`config.mk`:
```
export PLATFORM = sky130hd
export DESIGN_NAME = sio_shifter
export DESIGN_NICKNAME = d
export VERILOG_FILES = /design/src/rtl/sio_pkg.sv /design/src/rtl/sio_clkgen.sv /design/src/rtl/sio_ctrl.sv /design/src/rtl/sio_shiftreg.sv /design/src/rtl/sio_shifter.sv
export SDC_FILE = /design/constraint.sdc
export NUM_CORES = 1
export LEC_CHECK = 0
export BUFFER_PORTS_ARGS = -buffer_cell sky130_fd_sc_hd__buf_2
export CAP_MARGIN = 20
export CELL_PAD_IN_SITES_DETAIL_PLACEMENT = 2
export CELL_PAD_IN_SITES_GLOBAL_PLACEMENT = 2
export CORE_MARGIN = 4
export CORE_UTILIZATION = 38
export DETAILED_ROUTE_END_ITERATION = 8
export PLACE_DENSITY_LB_ADDON = 0.1
export SYNTH_ARGS = -nofsm -noshare
export SYNTH_HDL_FRONTEND = slang
export SYNTH_SLANG_ARGS = --single-unit
```
`constraint.sdc`:
```
create_clock -name clk -period 5.05 [get_ports clk]
set_input_delay 0.505 -clock clk [delete_from_list [all_inputs] [get_ports clk]]
set_output_delay 0.505 -clock clk [all_outputs]
set_load 0.005 [all_outputs]
```
`src/rtl/sio_pkg.sv`:
```
package sio_pkg;
    typedef enum logic [1:0] {
        ST_IDLE = 2'd0,
        ST_HIGH = 2'd1,
        ST_LOW  = 2'd2
    } sio_state_e;

    localparam logic [1:0] ADDR_CTL_LO = 2'd0;
    localparam logic [1:0] ADDR_CTL_HI = 2'd1;
    localparam logic [1:0] ADDR_DATA   = 2'd2;
endpackage

```
`src/rtl/sio_clkgen.sv`:
```
module sio_clkgen #(
    parameter int RATE_W   = 3,
    parameter int CNT_W    = 5,
    parameter int RATE_MAX = 4
) (
    input  logic              clk,
    input  logic              rst_n,
    input  logic              run,
    input  logic [RATE_W-1:0] rate,
    input  logic              sck_in,
    output logic              tick,
    output logic              ext_fall,
    output logic              ext_rise
);
    logic [CNT_W-1:0]  cnt_q;
    logic [CNT_W-1:0]  half_m1;
    logic [RATE_W-1:0] rate_eff;
    logic [2:0]        sync_q;

    always_comb begin
        rate_eff = (rate > RATE_W'(RATE_MAX)) ? RATE_W'(RATE_MAX) : rate;
        half_m1  = (CNT_W'(1) << rate_eff) - CNT_W'(1);
    end

    assign tick = run && (cnt_q == half_m1);

    always_ff @(posedge clk or negedge rst_n) begin
        if (!rst_n) begin
            cnt_q <= '0;
        end else if (!run || tick) begin
            cnt_q <= '0;
        end else begin
            cnt_q <= cnt_q + CNT_W'(1);
        end
    end

    always_ff @(posedge clk or negedge rst_n) begin
        if (!rst_n) begin
            sync_q <= 3'b111;
        end else begin
            sync_q <= {sync_q[1:0], sck_in};
        end
    end

    assign ext_fall = sync_q[2] & ~sync_q[1];
    assign ext_rise = ~sync_q[2] & sync_q[1];
endmodule

```
`src/rtl/sio_ctrl.sv`:
```
module sio_ctrl
    import sio_pkg::*;
#(
    parameter int BITS = 8
) (
    input  logic clk,
    input  logic rst_n,
    input  logic start,
    input  logic abort,
    input  logic ext_mode,
    input  logic tick,
    input  logic ext_fall,
    input  logic ext_rise,
    output logic busy,
    output logic fall_evt,
    output logic rise_evt,
    output logic done,
    output logic sck_level
);
    localparam int IDX_W = $clog2(BITS);
    localparam logic [IDX_W-1:0] LAST_IDX = IDX_W'(BITS - 1);

    sio_state_e       state_q, state_d;
    logic [IDX_W-1:0] idx_q;
    logic             adv;

    always_comb begin
        if (ext_mode) begin
            adv = (state_q == ST_HIGH) ? ext_fall : ext_rise;
        end else begin
            adv = tick;
        end
    end

    always_comb begin
        state_d = state_q;
        unique case (state_q)
            ST_IDLE: if (start) state_d = ST_HIGH;
            ST_HIGH: begin
                if (abort)    state_d = ST_IDLE;
                else if (adv) state_d = ST_LOW;
            end
            ST_LOW: begin
                if (abort) begin
                    state_d = ST_IDLE;
                end else if (adv) begin
                    state_d = (idx_q == LAST_IDX) ? ST_IDLE : ST_HIGH;
                end
            end
            default: state_d = ST_IDLE;
        endcase
    end

    always_ff @(posedge clk or negedge rst_n) begin
        if (!rst_n) state_q <= ST_IDLE;
        else        state_q <= state_d;
    end

    always_comb begin
        busy      = (state_q != ST_IDLE);
        sck_level = (state_q != ST_LOW);
        fall_evt  = (state_q == ST_HIGH) && adv && !abort;
        rise_evt  = (state_q == ST_LOW) && adv && !abort;
        done      = rise_evt && (idx_q == LAST_IDX);
    end

    always_ff @(posedge clk or negedge rst_n) begin
        if (!rst_n) begin
            idx_q <= '0;
        end else if (state_q == ST_IDLE && start) begin
            idx_q <= '0;
        end else if (rise_evt) begin
            idx_q <= idx_q + IDX_W'(1);
        end
    end
endmodule

```
`src/rtl/sio_shiftreg.sv`:
```
module sio_shiftreg #(
    parameter int WIDTH = 8
) (
    input  logic             clk,
    input  logic             rst_n,
    input  logic             load,
    input  logic [WIDTH-1:0] load_data,
    input  logic             fall_evt,
    input  logic             rise_evt,
    input  logic             msb_first,
    input  logic             sdi,
    output logic [WIDTH-1:0] data,
    output logic             sdo
);
    logic [WIDTH-1:0] sr_q;
    logic             out_q;

    always_ff @(posedge clk or negedge rst_n) begin
        if (!rst_n) begin
            sr_q <= '0;
        end else if (load) begin
            sr_q <= load_data;
        end else if (rise_evt) begin
            if (msb_first) sr_q <= {sr_q[WIDTH-2:0], sdi};
            else           sr_q <= {sdi, sr_q[WIDTH-1:1]};
        end
    end

    always_ff @(posedge clk or negedge rst_n) begin
        if (!rst_n) begin
            out_q <= 1'b1;
        end else if (fall_evt) begin
            out_q <= msb_first ? sr_q[WIDTH-1] : sr_q[0];
        end
    end

    assign data = sr_q;
    assign sdo  = out_q;
endmodule

```
`src/rtl/sio_shifter.sv`:
```
module sio_shifter
    import sio_pkg::*;
#(
    parameter int DATA_W   = 8,
    parameter int RATE_W   = 3,
    parameter int RATE_MAX = 4,
    parameter int EXT_CODE = 7
) (
    input  logic              clk,
    input  logic              rst_n,
    input  logic [1:0]        addr,
    input  logic              wr_en,
    input  logic              rd_en,
    input  logic [DATA_W-1:0] wdata,
    output logic [DATA_W-1:0] rdata,
    input  logic              sck_in,
    input  logic              sdi,
    output logic              sck_out,
    output logic              sck_oe,
    output logic              sdo,
    output logic              sdo_oe,
    output logic              irq
);
    localparam int CNT_W = RATE_MAX + 1;

    logic [RATE_W-1:0] rate_q;
    logic              irq_en_q, flag_q, stop_q;
    logic              auto_q, msb_q, dout_en_q, cout_en_q;

    logic              busy, done, fall_evt, rise_evt, sck_level;
    logic              tick, ext_fall, ext_rise, ext_mode;
    logic              lo_wr, hi_wr, data_acc, halt_wr, go_wr;
    logic              start, abort, load;
    logic [DATA_W-1:0] shift_data;

    always_comb begin
        lo_wr    = wr_en && (addr == ADDR_CTL_LO);
        hi_wr    = wr_en && (addr == ADDR_CTL_HI);
        data_acc = (wr_en || rd_en) && (addr == ADDR_DATA);
        halt_wr  = hi_wr && wdata[1];
        go_wr    = hi_wr && wdata[0];
        ext_mode = (rate_q == RATE_W'(EXT_CODE));
        start    = !busy && !halt_wr && (auto_q ? data_acc : go_wr);
        abort    = busy && halt_wr;
        load     = !busy && wr_en && (addr == ADDR_DATA);
    end

    always_ff @(posedge clk or negedge rst_n) begin
        if (!rst_n) begin
            auto_q    <= 1'b0;
            msb_q     <= 1'b0;
            dout_en_q <= 1'b0;
            cout_en_q <= 1'b0;
        end else if (lo_wr) begin
            if (!busy) auto_q <= wdata[3];
            msb_q     <= wdata[2];
            dout_en_q <= wdata[1];
            cout_en_q <= wdata[0];
        end
    end

    always_ff @(posedge clk or negedge rst_n) begin
        if (!rst_n) begin
            rate_q   <= '0;
            irq_en_q <= 1'b0;
        end else if (hi_wr) begin
            rate_q   <= wdata[7:5];
            irq_en_q <= wdata[4];
        end
    end

    always_ff @(posedge clk or negedge rst_n) begin
        if (!rst_n) begin
            flag_q <= 1'b0;
        end else if (done) begin
            flag_q <= 1'b1;
        end else if (hi_wr && !wdata[3]) begin
            flag_q <= 1'b0;
        end
    end

    always_ff @(posedge clk or negedge rst_n) begin
        if (!rst_n) begin
            stop_q <= 1'b1;
        end else if (start) begin
            stop_q <= 1'b0;
        end else if (done || abort) begin
            stop_q <= 1'b1;
        end
    end

    sio_clkgen #(
        .RATE_W  (RATE_W),
        .CNT_W   (CNT_W),
        .RATE_MAX(RATE_MAX)
    ) u_clkgen (
        .clk     (clk),
        .rst_n   (rst_n),
        .run     (busy),
        .rate    (rate_q),
        .sck_in  (sck_in),
        .tick    (tick),
        .ext_fall(ext_fall),
        .ext_rise(ext_rise)
    );

    sio_ctrl #(
        .BITS(DATA_W)
    ) u_ctrl (
        .clk      (clk),
        .rst_n    (rst_n),
        .start    (start),
        .abort    (abort),
        .ext_mode (ext_mode),
        .tick     (tick),
        .ext_fall (ext_fall),
        .ext_rise (ext_rise),
        .busy     (busy),
        .fall_evt (fall_evt),
        .rise_evt (rise_evt),
        .done     (done),
        .sck_level(sck_level)
    );

    sio_shiftreg #(
        .WIDTH(DATA_W)
    ) u_shift (
        .clk      (clk),
        .rst_n    (rst_n),
        .load     (load),
        .load_data(wdata),
        .fall_evt (fall_evt),
        .rise_evt (rise_evt),
        .msb_first(msb_q),
        .sdi      (sdi),
        .data     (shift_data),
        .sdo      (sdo)
    );

    always_comb begin
        unique case (addr)
            ADDR_CTL_LO: rdata = {4'b0000, auto_q, msb_q, dout_en_q, cout_en_q};
            ADDR_CTL_HI: rdata = {rate_q, irq_en_q, flag_q, busy, stop_q, 1'b0};
            ADDR_DATA:   rdata = shift_data;
            default:     rdata = '0;
        endcase
    end

    assign sck_out = sck_level;
    assign sck_oe  = cout_en_q && !ext_mode;
    assign sdo_oe  = dout_en_q;
    assign irq     = flag_q && irq_en_q;
endmodule

```
==> out/results.ini, run 1 <==
[critical_path]
cp_top_family = compound AO/OA/AOI/OAI gates
cp.depth = 6
critical_path_buf_inv_count = 0
cp_cell_sequence = a21oi_1 -> o22ai_1 -> o21ai_1 -> nand2_1 -> a21oi_1 -> a221o_1
cpPeakStageDelay_ns = 0.59
end_kind = register
crit_type = reg2reg
cpMostUsedCell = a21oi_1
worst_ep_arrival_time_ns = 2.49
worstPathRequired_ns = 5.28
critPathSlowestCell = a21oi_1
reg2reg_depth = 6
cp-start-kind = register
critPathMaxFanout = 9

[global_routing]
grt_overflow_total = 0
antenna_found_initial = 0
track_usage_pct = 18.9
first_global_vias = 1641
grt_pass1_wl_um = 8730
grt_max_degree = 33

[yosys]
ys_ff_latch = 32
synth_enable_flop_cells = 0
async_flop_share_pct = 100
synth_seq_area_share_pct = 45.9
yosys_warnings = 0
synth_area_mm2 = 0.00176
syn_nets = 186
synthFlopType = dfrtp_1
synth.avg_cell_area_um2 = 10.5
postSynthCellCount = 167
synth_cell_types = 38

[detailed_routing]
first_pass_iters = 4
routed_wl_um = 5170
vias = 1424
drc = 0
route.detailed.vias_per_inst = 5.77
drtIter0Drc = 52
wl_per_cell_um = 20.9
ant_nets = 0

[cells_and_area]
fin_util_pct = 46.0
area_growth_pct = 15.4
drive_gt1_share_pct = 27.7
fin_cells = 247
diodes = 0
nNetsFinal = 213

[status]
run_status = finished, final reports clean

[clock_network]
ctsResizeCount = 0
numCtsBuffers = 5
cts.hold.buffers_added = 0
clock_sinks = 32
clock_latency_ns = 0.29
cts_tree = built
cts_max_path_buffers = 2
clkTransAtPathRegs_ns = 0.07
cts_root_buffer = clkbuf_8
cts_setup_buffers = 0
htree_num_levels = 2

[sta]
maxSlewViolCount = 0
max_freq_ghz = 0.441
setup_tns_ns = 0
hold_violations = 0
whs_ns = 0.283
rsz0062_at_grt = false
setup_viol = 0
worst_pin_slew_ns = 0.748
layout_min_cycle_time_ns = 2.27
slew_headroom_pct = 50.1
fin_skew_ns = 0.00958
period_share_pct = 44.9

[power]
p_per_area_mw_per_mm2 = 480
vdd_drop_max_mv = 0.169
p_leak_uw = 0.000908

[placement]
gp_congestion = 0.802
port_buffers = 28
placed_cells = 239
dp_hpwl_um = 3740

[floorplanning]
rows = 24
coreArea_mm2 = 0.00441
ioPinCount = 29
start_util_pct = 39.8
dieArea_mm2 = 0.00578
fp.dieH_um = 76.0
die_x_um = 76.0

[hold_path]
hold_class = in2async

[flow_run]
maxCapViolations = 0

-- registers in the layout, summed over array words and instances, names as in the netlist --
signal           flops
rate_q               3
auto_q               1
u_clkgen.sync_q      3
stop_q               1
irq_en_q             1
u_ctrl.state_q       2
u_shift.sdo          1
cout_en_q            1
sdo_oe               1
u_shift.data         8
flag_q               1
u_clkgen.cnt_q       5
u_ctrl.idx_q         3
msb_q                1
-- stage by stage --
| step | area (um2) | power [uW] | setup slack [ns] |
|---|---|---|---|
| floorplan | 1760 | 616 | 2.94 |
| global placement | 1920 | 712 | 2.65 |
| detailed placement | 1920 | 737 | 2.55 |
| CTS | 2030 | 988 | 2.76 |
| global route | 2030 | 1040 | 2.60 |
| finish | 2030 | 973 | 2.78 |
-- where the power goes --
part | internal (uW) | total, uW | leakage [uW] | switching (uW)
clock | 146 | 243 | 0.0000552 | 97.1
sequential | 340 | 445 | 0.000396 | 105
combinational | 143 | 285 | 0.000457 | 143
-- layer usage --
metal  part of all wire [%]  global-route usage [%]  up-vias
met5                      0                       0        -
met4                    1.0                    5.87        0
met3                    2.3                    2.60        7
met2                     52                    32.7       24
met1                     45                    24.1      734
li1                       -                       -      659
-- synth_stat cells (3+ instances only) --
library cell | count | area, um2
and2_1 | 3 | 18.8
nand2_1 | 9 | 33.8
a22o_1 | 4 | 35.0
a221o_1 | 8 | 80.1
mux2i_1 | 14 | 140
o21ai_1 | 6 | 30.0
nor2b_1 | 4 | 25.0
ha_1 | 3 | 37.5
a21oi_1 | 3 | 15.0
buf_2 | 3 | 15.0
mux2_2 | 8 | 90.1
inv_1 | 6 | 22.5
dfrtp_1 | 27 | 676
nor2_1 | 18 | 67.6
nand3_1 | 10 | 50.1
dfstp_2 | 5 | 131
clkbuf_1 | 3 | 11.3
o21ai_0 | 8 | 40.0
-- worst reg2reg max path, cell delays in order, from the launching register on --
cell and delay, ns:
dfrtp_1 0.49, a21oi_1 0.19, o22ai_1 0.10, o21ai_1 0.44, nand2_1 0.13, a21oi_1 0.59, a221o_1 0.27
-- path summary, 6_finish.rpt --
path | startpoint | to | slack (ns)
max | rate_q[1]$_DFFE_PN0P_ | u_shift.data[6]$_DFFE_PN0P_ | 2.78
min | rst_n | u_clkgen.cnt_q[4]$_DFF_PN0_ | 0.28
max reg2reg | rate_q[1]$_DFFE_PN0P_ | u_shift.data[6]$_DFFE_PN0P_ | 2.78
min reg2reg | u_clkgen.sync_q[0]$_DFF_PN1_ | u_clkgen.sync_q[1]$_DFF_PN1_ | 0.36
max in group asynchronous | rst_n | flag_q$_DFFE_PN0P_ | 4.28
min in group clk | sck_in | u_clkgen.sync_q[0]$_DFF_PN1_ | 0.32
-- cell type report --
| cell class | instances | area, um2 |
|---|---|---|
| tap | 52 | 65.1 |
| sequential | 32 | 807 |
| clock inverter | 2 | 35.0 |
| fill | 469 | 2380 |
| multi-input combinational | 121 | 887 |
| timing repair buffer | 28 | 140 |
| clock buffer | 6 | 72.6 |
| inverter | 6 | 22.5 |
-- kinds of logic after synthesis --
logic type,after synthesis,share of synthesized area [%]
AO/OA/AOI/OAI,37,16.7
XOR/XNOR,4,1.99
adder cells (fa/ha/maj),3,2.14
buffers and inverters,14,3.63
flip-flops,32,45.9
multiplexers,22,13.1
AND/OR/NAND/NOR,55,16.6
-- placed cells by master (no fill, tap or decap), types with 2 or more instances in the layout --
cell and instances:
a31oi_1 2, nand3_1 10, o21ai_0 8, xor2_1 2
a22o_1 4, nor2_1 18, and3_1 2, clkbuf_8 5
buf_2 28, or4_1 2, mux2_2 8, ha_1 3
a21oi_1 3, o21ai_1 6, nand2_1 9, dfrtp_1 27
dfstp_2 5, nor2b_1 4, a221o_1 8, and2_1 3
mux2i_1 14, xnor2_1 2, inv_1 6
(Power assumes the default switching activity.)
==> run 2: changes to the inputs <==
Settings changed: CORE_UTILIZATION 38 to 32.
Clock period 5.05 ns to 2 ns, I/O delays scaled along.
==> run 2 against run 1 <==
The flow now finishes with violations (hold timing, setup timing). Total power rose to 2.6 times the previous value. Register-to-register slack worse by 2.9 ns. Die area up 17%. Largest power group unchanged. Routed wire length rose by 4.7%. Design area grew 13%. Maximum frequency increased by 9.7%. Hold slack got worse by 0.30 ns. Clock power increased by 100%.
==> out/results.ini, run 2 (synthesized netlist as in run 1, its figures left out) <==
[status]
run_status = complete, but fails checks  ; was finished, final reports clean
violations = hold timing, setup timing

[cells_and_area]
diodes = 0  ; unchanged
nNetsFinal = 235  ; was 213
multi_input_area_um2 = 980  ; was 887 um2
seq_area_um2 = 810  ; was 807 um2
drive_gt1_share_pct = 42.4  ; was 27.7%
final_common_cell = buf_2  ; unchanged
fin_util_pct = 44.1  ; was 46.0%
fillers = 572  ; was 469
area_growth_pct = 30.6  ; was 15.4%
final_cell_mix = buf_2 (28), dfrtp_1 (25), buf_4 (19), nor2_1 (16), mux2i_1 (14)  ; was buf_2 (28), dfrtp_1 (27), nor2_1 (18), mux2i_1 (14), nand3_1 (10)
largest_reg_flops = 8  ; unchanged

[global_routing]
grt_overflow_total = 0  ; unchanged
grt_max_degree = 33  ; unchanged
first_global_vias = 1719  ; was 1,641
antenna_found_initial = 0  ; unchanged
grt_pass1_wl_um = 9000  ; was 8730 um
track_usage_pct = 17.8  ; was 18.9%

[critical_path]
cp-start-kind = register  ; unchanged
worstPathRequired_ns = 2.20  ; was 5.28 ns
cp_cell_sequence = or4_4 -> a31oi_4 -> o21ai_4 -> o31ai_4 -> buf_4 -> a21oi_2 -> a31oi_1  ; was a21oi_1 -> o22ai_1 -> o21ai_1 -> nand2_1 -> a21oi_1 -> a221o_1
critPathMaxFanout = 5  ; was 9
crit_path_end = u_shift.sdo$_DFFE_PN1P_  ; was u_shift.data[6]$_DFFE_PN0P_
cpPeakStageDelay_ns = 0.50  ; was 0.59 ns
worstReg2RegEnd = u_shift.sdo$_DFFE_PN1P_  ; was u_shift.data[6]$_DFFE_PN0P_
reg2reg_from = rate_q[2]$_DFFE_PN0P_  ; was rate_q[1]$_DFFE_PN0P_
cp.depth = 7  ; was 6
worst-r2r-setup-slack_ns = -0.07  ; was 2.78 ns
critical_path_buf_inv_count = 1  ; was 0
cp_top_family = compound AO/OA/AOI/OAI gates  ; unchanged
worst_ep_arrival_time_ns = 2.27  ; was 2.49 ns
cp-startpoint = rate_q[2]$_DFFE_PN0P_  ; was rate_q[1]$_DFFE_PN0P_
crit_type = reg2reg  ; unchanged
reg2reg_depth = 7  ; was 6
critPathSlowestCell = or4_4  ; was a21oi_1
end_kind = register  ; unchanged

[floorplanning]
rows = 26  ; was 24
dieArea_mm2 = 0.00674  ; was 0.00578 mm2
start_util_pct = 33.8  ; was 39.8%
fp.dieH_um = 82.1  ; was 76.0 um
ioPinCount = 29  ; unchanged
die_x_um = 82.1  ; was 76.0 um
coreArea_mm2 = 0.00520  ; was 0.00441 mm2

[clock_network]
clock_sinks = 32  ; unchanged
cts_max_path_buffers = 2  ; unchanged
clkTransAtPathRegs_ns = 0.07  ; about the same
clock_latency_ns = 0.28  ; was 0.29 ns
htree_num_levels = 2  ; unchanged
cts_root_buffer = clkbuf_8  ; unchanged
numCtsBuffers = 5  ; unchanged
cts_tree = built  ; unchanged

[sta]
hold_violations = 27  ; was 0
whs_ns = -0.0165  ; was 0.283 ns
setup_tns_ns = -0.105  ; was 0 ns
worst_slack_ns = -0.0658  ; was 2.78 ns
period_share_pct = 103  ; was 44.9%
slew_headroom_pct = 49.5  ; was 50.1%
fin_skew_ns = 0.00822  ; was 0.00958 ns
worst_pin_slew_ns = 0.757  ; was 0.748 ns
max_freq_ghz = 0.484  ; was 0.441 GHz
setup_viol = 7  ; was 0
maxSlewViolCount = 0  ; unchanged
layout_min_cycle_time_ns = 2.07  ; was 2.27 ns
rsz0062_at_grt = true  ; was false

[power]
p_leak_uw = 0.00102  ; was 0.000908 uW
p_per_area_mw_per_mm2 = 1110  ; was 480 mW/mm2
vdd_drop_max_mv = 0.356  ; was 0.169 mV

[placement]
port_buffers = 28  ; unchanged
dp_hpwl_um = 4060  ; was 3740 um
gp_congestion = 0.761  ; was 0.802
place_ws_ns = -0.0910  ; was 2.55 ns

[detailed_routing]
wl_per_cell_um = 18.9  ; was 20.9 um
met1_length_um = 2440  ; was 2300 um
highest-signal-layer = met4  ; unchanged
route.detailed.vias_per_inst = 5.21  ; was 5.77
drtIter0Drc = 55  ; was 52
first_pass_iters = 4  ; unchanged
met2_length_um = 2740  ; was 2700 um
dr_wl_met3_um = 183  ; was 117 um
vias = 1495  ; was 1,424
routed_wl_um = 5410  ; was 5170 um
ant_nets = 0  ; unchanged
drc = 0  ; unchanged

[flow_run]
maxCapViolations = 0  ; unchanged

[hold_path]
hold_class = in2async  ; unchanged

-- run 2: changes by cell type in the layout (fill, tap and decap cells not counted), sizes merged --
cell,change
buf,+21
bufinv,-1
clkbuf,+1
dlygate4sd3,+1
-- run 2: worst min-delay path by stage --
stage	endpoint	slack [ns]	cells after the start
2_1_floorplan	auto_q$_DFFE_PN0P_	-0.1	0
3_3_place_gp	u_clkgen.cnt_q[3]$_DFF_PN0_	0.30	1
3_5_place_dp	u_clkgen.cnt_q[2]$_DFF_PN0_	0.31	1
4_1_cts	u_ctrl.state_q[1]$_DFFE_PN0P_	0.004	1
5_1_grt	u_clkgen.cnt_q[0]$_DFF_PN0_	0.04	1
6_report	u_clkgen.cnt_q[0]$_DFF_PN0_	-0.02	1
-- run 2: final cells by class --
type	instances	area share, %
well taps	70	3.81
flip-flops and latches	32	35.3
clock buffers	7	3.32
clock inverters	1	0.218
inverters	6	0.981
repair buffers	50	13.7
multi-input cells	121	42.7
-- run 2: worst register-to-register path: stages, from the launching register on --
cell and delay (ns):
dfrtp_2 0.44, or4_4 0.50, a31oi_4 0.22, o21ai_4 0.11
o31ai_4 0.33, buf_4 0.18, a21oi_2 0.05, a31oi_1 0.16
-- run 2: layer usage --
layer | GRT usage, % | vias to the layer above
met5 | 0 | -
met4 | 3.99 | 0
met3 | 3.90 | 5
met2 | 29.7 | 26
met1 | 23.5 | 762
li1 | - | 702
-- run 2: timing repair --
action,in CTS,in global routing
resized for setup,6,19
hold endpoints to repair,0,1
buffers inserted,2,1
endpoints found under the setup margin,15,20
pin swaps,2,6
hold buffers,0,1
cloned,0,0
-- run 2: per-stage QoR --
step	power (uW)	area (um2)	cells	hold slack, ns
2_1_floorplan	1560	1760	167	-0.0956
3_3_place_gp	1900	2080	275	0.299
3_5_place_dp	1960	2080	275	0.310
4_1_cts	2490	2200	285	0.00389
5_1_grt	2750	2300	287	0.0392
6_report	2560	2300	287	-0.0165
-- run 2: report_power, final --
part	switching, uW	internal [uW]
sequential	220	861
clock	246	244
combinational	473	511
total	939	1620
